$ cat config.mk
export PLATFORM = sky130hd
export DESIGN_NAME = bus_clr_seq
export DESIGN_NICKNAME = d
export VERILOG_FILES = /design/src/rtl/bus_clr_pkg.sv /design/src/rtl/bus_clr_sync.sv /design/src/rtl/bus_clr_timer.sv /design/src/rtl/bus_clr_attempts.sv /design/src/rtl/bus_clr_seq.sv
export SDC_FILE = /design/constraint.sdc
export NUM_CORES = 1
export LEC_CHECK = 0
export BUFFER_PORTS_ARGS = -buffer_cell sky130_fd_sc_hd__buf_2
export CORE_UTILIZATION = 49
export DETAILED_ROUTE_END_ITERATION = 6
export PLACE_DENSITY = 0.75
export SLEW_MARGIN = 25
export SYNTH_ARGS = -nofsm -noshare
export SYNTH_HDL_FRONTEND = slang
export SYNTH_SLANG_ARGS = --single-unit
export TNS_END_PERCENT = 1
$ cat constraint.sdc
create_clock -name clk_i -period 1.6 [get_ports clk_i]
set_input_delay 0 -clock clk_i [delete_from_list [all_inputs] [get_ports clk_i]]
set_output_delay 0 -clock clk_i [all_outputs]
set_load 0.01 [all_outputs]
$ cat src/rtl/bus_clr_pkg.sv
package bus_clr_pkg;
  typedef enum logic [1:0] {
    ST_IDLE,
    ST_LOW,
    ST_HIGH,
    ST_PARK
  } clr_state_e;
endpackage

$ cat src/rtl/bus_clr_sync.sv
module bus_clr_sync #(
  parameter int unsigned STAGES = 2,
  parameter bit          RST_VAL = 1'b1
) (
  input  logic clk_i,
  input  logic rst_ni,
  input  logic d_i,
  output logic q_o
);
  logic [STAGES-1:0] ff_q;

  for (genvar s = 0; s < STAGES; s++) begin : g_stage
    if (s == 0) begin : g_first
      always_ff @(posedge clk_i or negedge rst_ni)
        if (!rst_ni) ff_q[s] <= RST_VAL;
        else         ff_q[s] <= d_i;
    end else begin : g_rest
      always_ff @(posedge clk_i or negedge rst_ni)
        if (!rst_ni) ff_q[s] <= RST_VAL;
        else         ff_q[s] <= ff_q[s-1];
    end
  end

  assign q_o = ff_q[STAGES-1];
endmodule

$ cat src/rtl/bus_clr_timer.sv
module bus_clr_timer #(
  parameter int unsigned INTERVAL_CYC = 125000,
  parameter int unsigned SAMPLE_LEAD  = 2
) (
  input  logic clk_i,
  input  logic rst_ni,
  input  logic run_i,
  output logic sample_o,
  output logic expire_o
);
  localparam int unsigned CW = (INTERVAL_CYC > 1) ? $clog2(INTERVAL_CYC) : 1;
  localparam logic [CW-1:0] LAST = CW'(INTERVAL_CYC - 1);
  localparam logic [CW-1:0] SMP  = CW'(INTERVAL_CYC - 1 - SAMPLE_LEAD);

  logic [CW-1:0] cnt_q;

  // every phase is one interval long, so the counter simply wraps
  always_ff @(posedge clk_i or negedge rst_ni)
    if (!rst_ni)          cnt_q <= '0;
    else if (!run_i)      cnt_q <= '0;
    else if (cnt_q == LAST) cnt_q <= '0;
    else                  cnt_q <= cnt_q + 1'b1;

  assign sample_o = run_i && (cnt_q == SMP);
  assign expire_o = run_i && (cnt_q == LAST);
endmodule

$ cat src/rtl/bus_clr_attempts.sv
module bus_clr_attempts #(
  parameter int unsigned MAX_PULSES = 9
) (
  input  logic clk_i,
  input  logic rst_ni,
  input  logic clr_i,
  input  logic inc_i,
  output logic spent_o
);
  localparam int unsigned AW = $clog2(MAX_PULSES + 1);
  localparam logic [AW-1:0] TOP = AW'(MAX_PULSES);

  logic [AW-1:0] used_q;

  always_ff @(posedge clk_i or negedge rst_ni)
    if (!rst_ni)      used_q <= '0;
    else if (clr_i)   used_q <= '0;
    else if (inc_i && used_q != TOP) used_q <= used_q + 1'b1;

  assign spent_o = (used_q == TOP);
endmodule

$ cat src/rtl/bus_clr_seq.sv
module bus_clr_seq
  import bus_clr_pkg::*;
#(
  parameter int unsigned INTERVAL_CYC = 125000,
  parameter int unsigned MAX_PULSES   = 9,
  parameter int unsigned SAMPLE_LEAD  = 2,
  parameter int unsigned SYNC_STAGES  = 2
) (
  input  logic clk_i,
  input  logic rst_ni,
  input  logic start_i,
  input  logic sda_i,
  input  logic ctrl_busy_i,
  output logic scl_o,
  output logic pin_own_o,
  output logic done_o,
  output logic fail_o
);
  clr_state_e state_q, state_d;
  logic sda_s, sample, expire, spent;
  logic sda_smp_q, fail_pend_q, fail_pend_d;
  logic done_q, fail_q;
  logic accept, clr_att, inc_att;

  bus_clr_sync #(.STAGES(SYNC_STAGES), .RST_VAL(1'b1)) u_sync (
    .clk_i (clk_i), .rst_ni(rst_ni), .d_i(sda_i), .q_o(sda_s)
  );

  bus_clr_timer #(.INTERVAL_CYC(INTERVAL_CYC), .SAMPLE_LEAD(SAMPLE_LEAD)) u_timer (
    .clk_i(clk_i), .rst_ni(rst_ni), .run_i(state_q != ST_IDLE),
    .sample_o(sample), .expire_o(expire)
  );

  bus_clr_attempts #(.MAX_PULSES(MAX_PULSES)) u_att (
    .clk_i(clk_i), .rst_ni(rst_ni), .clr_i(clr_att), .inc_i(inc_att), .spent_o(spent)
  );

  assign accept = (state_q == ST_IDLE) && start_i;

  always_comb begin
    state_d     = state_q;
    fail_pend_d = fail_pend_q;
    clr_att     = 1'b0;
    inc_att     = 1'b0;
    unique case (state_q)
      ST_IDLE: if (accept && (ctrl_busy_i || !sda_s)) begin
        state_d     = ST_LOW;
        fail_pend_d = 1'b0;
        clr_att     = 1'b1;
      end
      ST_LOW: if (expire) begin
        if (sda_smp_q || spent) begin
          state_d     = ST_PARK;
          fail_pend_d = !sda_smp_q;
        end else begin
          state_d = ST_HIGH;
          inc_att = 1'b1;
        end
      end
      ST_HIGH: if (expire) state_d = ST_LOW;
      ST_PARK: if (expire) state_d = ST_IDLE;
      default: state_d = ST_IDLE;
    endcase
  end

  always_ff @(posedge clk_i or negedge rst_ni)
    if (!rst_ni) begin
      state_q     <= ST_IDLE;
      fail_pend_q <= 1'b0;
      sda_smp_q   <= 1'b1;
    end else begin
      state_q     <= state_d;
      fail_pend_q <= fail_pend_d;
      if (state_q == ST_LOW && sample) sda_smp_q <= sda_s;
    end

  // done and fail move together, on release or on a no-op request
  always_ff @(posedge clk_i or negedge rst_ni)
    if (!rst_ni) begin
      done_q <= 1'b0;
      fail_q <= 1'b0;
    end else begin
      done_q <= 1'b0;
      if (state_q == ST_PARK && expire) begin
        done_q <= 1'b1;
        fail_q <= fail_pend_q;
      end else if (accept) begin
        fail_q <= 1'b0;
        if (!(ctrl_busy_i || !sda_s)) done_q <= 1'b1;
      end
    end

  assign scl_o     = (state_q != ST_LOW);
  assign pin_own_o = (state_q != ST_IDLE);
  assign done_o    = done_q;
  assign fail_o    = fail_q;
endmodule

==> results by stage <==
Clock tree:
- TritonCTS built the clock tree.
- The longest clock path from root to sink contains 2 buffers.
- At the later pin of the worst-skew pair, clock insertion delay measures 340 ps.
- The clock-pin transition on the worst setup and hold timing paths is approximately 100 ps.
- CTS placed an instance of clkbuf_4 at the clock tree root.
- The tree built by TritonCTS fans out to 29 sinks.
- Buffers inserted during clock tree synthesis total 5.
- The H-tree generated during clock tree synthesis spans 2 levels.

Route:
- The wire length per cell is 15.2 µm.
- Dividing the detail-routed via count by the number of cells gives 5.56.
- Once detail routing completed, the nets flagged for antenna violations numbered 0.
- Before antenna repair, the detailed router went through 4 iterations.
- After detailed routing, the number of remaining DRC violations is 0.
- After the first detailed-routing iteration, the DRC count stood at 55.
- The count of vias placed by the detailed router is 1263.
- For this block, the routed nets add up to 3.46 mm of wire.

Timing:
- For the pin with the worst max-slew slack, the measured transition is 640 ps.
- The clock period could shrink to about 1600 ps.
- The max-slew violation count was 0.
- The clock arrives with 13.6 ps of skew.
- The final number of hold-violating endpoints is 0.
- Setup repair after global routing could not meet its margin everywhere.
- The final-report setup violation count is 0.
- The worst pin sits at a relative slew slack of 57.3%.
- Timing would allow up to 0.637 GHz.
- The post-route clock period utilization is between 90% and 100%.
- On the final layout, the worst hold slack is 68.5 ps.

Floorplanning:
- The die width is 58.5 µm.
- The die is 58.5 µm tall.
- In this run the core area contains 20 standard-cell rows.
- The count of boundary I/O pins is 9.
- In this run the standard cell core region covers 0.00303 mm².
- The floorplan step defined a die boundary enclosing approximately 0.0034 mm².
- The effective utilization at floorplan is between 50 and 60%.

Setup path:
- STA classifies the critical path endpoint as a flip-flop.
- The cell with the biggest individual delay on the critical path is or4_1.
- The largest fanout on the critical path is 4.
- At the worst endpoint, the arrival time is 1840 ps.
- The critical path startpoint category is a flip-flop.
- The stage delay of the slowest cell on the critical path is 530 ps.
- The critical path is of the reg2reg type.
- The cell type group with the largest total delay on the critical path is simple AND/OR/NAND/NOR gates.
- The worst path required time is 1870 ps.
- The sum of buffers and inverters on the critical path is 0.
- The signal on the critical path passes through nor4b_4 -> nand4_2 -> or4_1 -> o211ai_1.
- The setup slack on the worst flop-to-flop path is between 20 and 30 ps.

Cells and area:
- Cells fill 61.7% of the core in the end.
- In the final design database the tool counted 191 nets.
- The share of layout cells above drive strength 1 is ~28%.
- The area of all placed cells without fillers is 0.00187 mm².
- The final cell count without fillers is 227.
- The number of antenna diodes in the final layout is 0.
- Relative to the synthesized area, the layout overhead comes to 19.6%.

Pwr:
- The leakage component of the power is approximately 0.85 nW.
- The worst supply voltage drop on vdd is 458 µV.
- The power density relative to cell area is 687 mW/mm².

Synthesis:
- In this run, synthesis inferred 0 flip-flops with an integrated enable.
- The commonest cells after synthesis are dfrtp_1, nor2_1, nand2_1, xor2_1, nand3_1.
- After synthesis, the mean cell area works out to a little over 10 µm².
- Synthesis produced a netlist with a net count of 164.
- The synthesized design contains 29 register bits.
- The most frequently used flop master after synthesis is dfrtp_1.
- The netlist area before placement is 0.00156 mm².
- The number of distinct standard cells referenced by the synthesized netlist is 41.
- The top cell type's share of synthesized area is 41.7%.
- In the post-synthesis netlist, the biggest area contributors are dfrtp_1, xor2_1, dfstp_2.
- dfrtp_1 takes more of the synthesized area than any other cell.
- Yosys printed 0 warnings.
- The sequential area share after synthesis is 46.7%.
- The share of flip-flops with an asynchronous set or reset after synthesis is 100%.
- Yosys instantiated no cell more often than dfrtp_1.
- The synthesized netlist cell count is 155.

Placement:
- The HPWL after detailed placement is 2.50 mm.
- The placed cell area is 0.00174 mm².
- Including well taps, the total number of placed cells is around 220.
- The number of port buffers is 8.
- The final estimated routing congestion in global placement is between 0.8 and 0.9.

Global route:
- The initial antenna violation count is 0.
- The largest net degree at the start of global routing is 30.
- The first global-routing pass estimated 6.08 mm of wire.
- Global routing used roughly a quarter of the available tracks across all layers.
- The number of global-route vias before repair is between 1000 and 1500.
- The total overflow left after global routing is 0.

Job:
- The number of max-cap violations is 0.

Run status:
- The run finished with clean final reports.

Hold path:
- The worst hold path belongs to the class in2reg.
[worst paths after layout]
kind	to	start	cells after the start
setup / recovery	fail_pend_q	u_timer.cnt_q[8]	4
min in group asynchronous	u_timer.cnt_q[8]	rst_ni	2
hold / removal	done_o	start_i	4
max in group asynchronous	u_timer.cnt_q[10]	rst_ni	2
setup reg to reg	fail_pend_q	u_timer.cnt_q[8]	4
hold reg to reg	u_sync.q_o	u_sync.ff_q[0]	0
[state kept, by name (all words and copies together) (netlist names)]
| register | flops |
|---|---|
| fail_o | 1 |
| u_timer.cnt_q | 17 |
| fail_pend_q | 1 |
| sda_smp_q | 1 |
| u_att.used_q | 4 |
| u_sync.ff_q | 1 |
| state_q | 2 |
| done_o | 1 |
| u_sync.q_o | 1 |
[tightest hold or removal path, cell delays in order]
cell and delay, ps:
buf_2 100, nand2_1 50, nor2_1 100, a31o_2 110
[layout by cell type (no fill, tap or decap), types with 2 or more instances in the layout]
cell and count:
o211ai_1 2, ha_1 4, clkbuf_4 5, a21oi_1 4
dfstp_2 3, xnor2_1 2, clkbuf_8 2, nand3_1 9
and3b_1 2, and2_1 2, nand2_1 14, nand4_1 8
or3_1 2, xor2_1 10, and3_1 3, dlygate4sd3_1 2
or4_1 2, nand2b_1 4, inv_1 5, o21ai_0 2
and4_4 2, buf_4 15, dfrtp_1 24, nor2_1 17
buf_2 8, dfrtp_2 2, mux2i_1 5
[through the flow]
stage	power [mW]	TNS, ps	setup slack, ps
floorplan	0.754	0	16.3
global placement	0.774	0	48.9
detailed placement	0.775	0	7.26
CTS	1.29	0	10.8
global route	1.32	-648	-56.8
finish	1.28	0	30.0
[power breakdown]
group,total [mW],switching [mW],internal [mW]
combinational,0.0245,0.0170,0.00754
clock,0.519,0.265,0.254
sequential,0.738,0.00131,0.737
[layer usage]
layer | GRT usage, % | routed length [µm]
met4 | 11.9 | 50
met2 | 41.5 | 1830
met3 | 6.59 | 166
met1 | 28.5 | 1420
met5 | 0 | 0
[final cells by class]
class                   count  area [µm²]
repair buffers             26         184
clock buffers               7        65.1
inverters                   5        18.8
multi-input cells         115         807
flip-flops and latches     29         732
well taps                  44        55.1
clock inverters             1        5.00
fillers                   254        1160
[kinds of logic after synthesis]
| logic type | after synthesis | synth area share [%] |
|---|---|---|
| muxes | 6 | 3.93 |
| adders and majority gates | 4 | 3.21 |
| and+or+nand+nor | 78 | 29.8 |
| DFF | 29 | 46.7 |
| AOI/OAI and AO/OA | 15 | 6.57 |
| xor gates and xnor gates | 12 | 6.73 |
| buffers and inverters | 11 | 3.05 |
[repair_timing]
action,CTS,global route
gates resized for setup,1,8
pin swaps,1,3
setup endpoints to repair,3,23
endpoints found under the hold margin,27,0
setup buffers,0,1
hold buffers,2,0
Power figures use the tool's default switching activity.
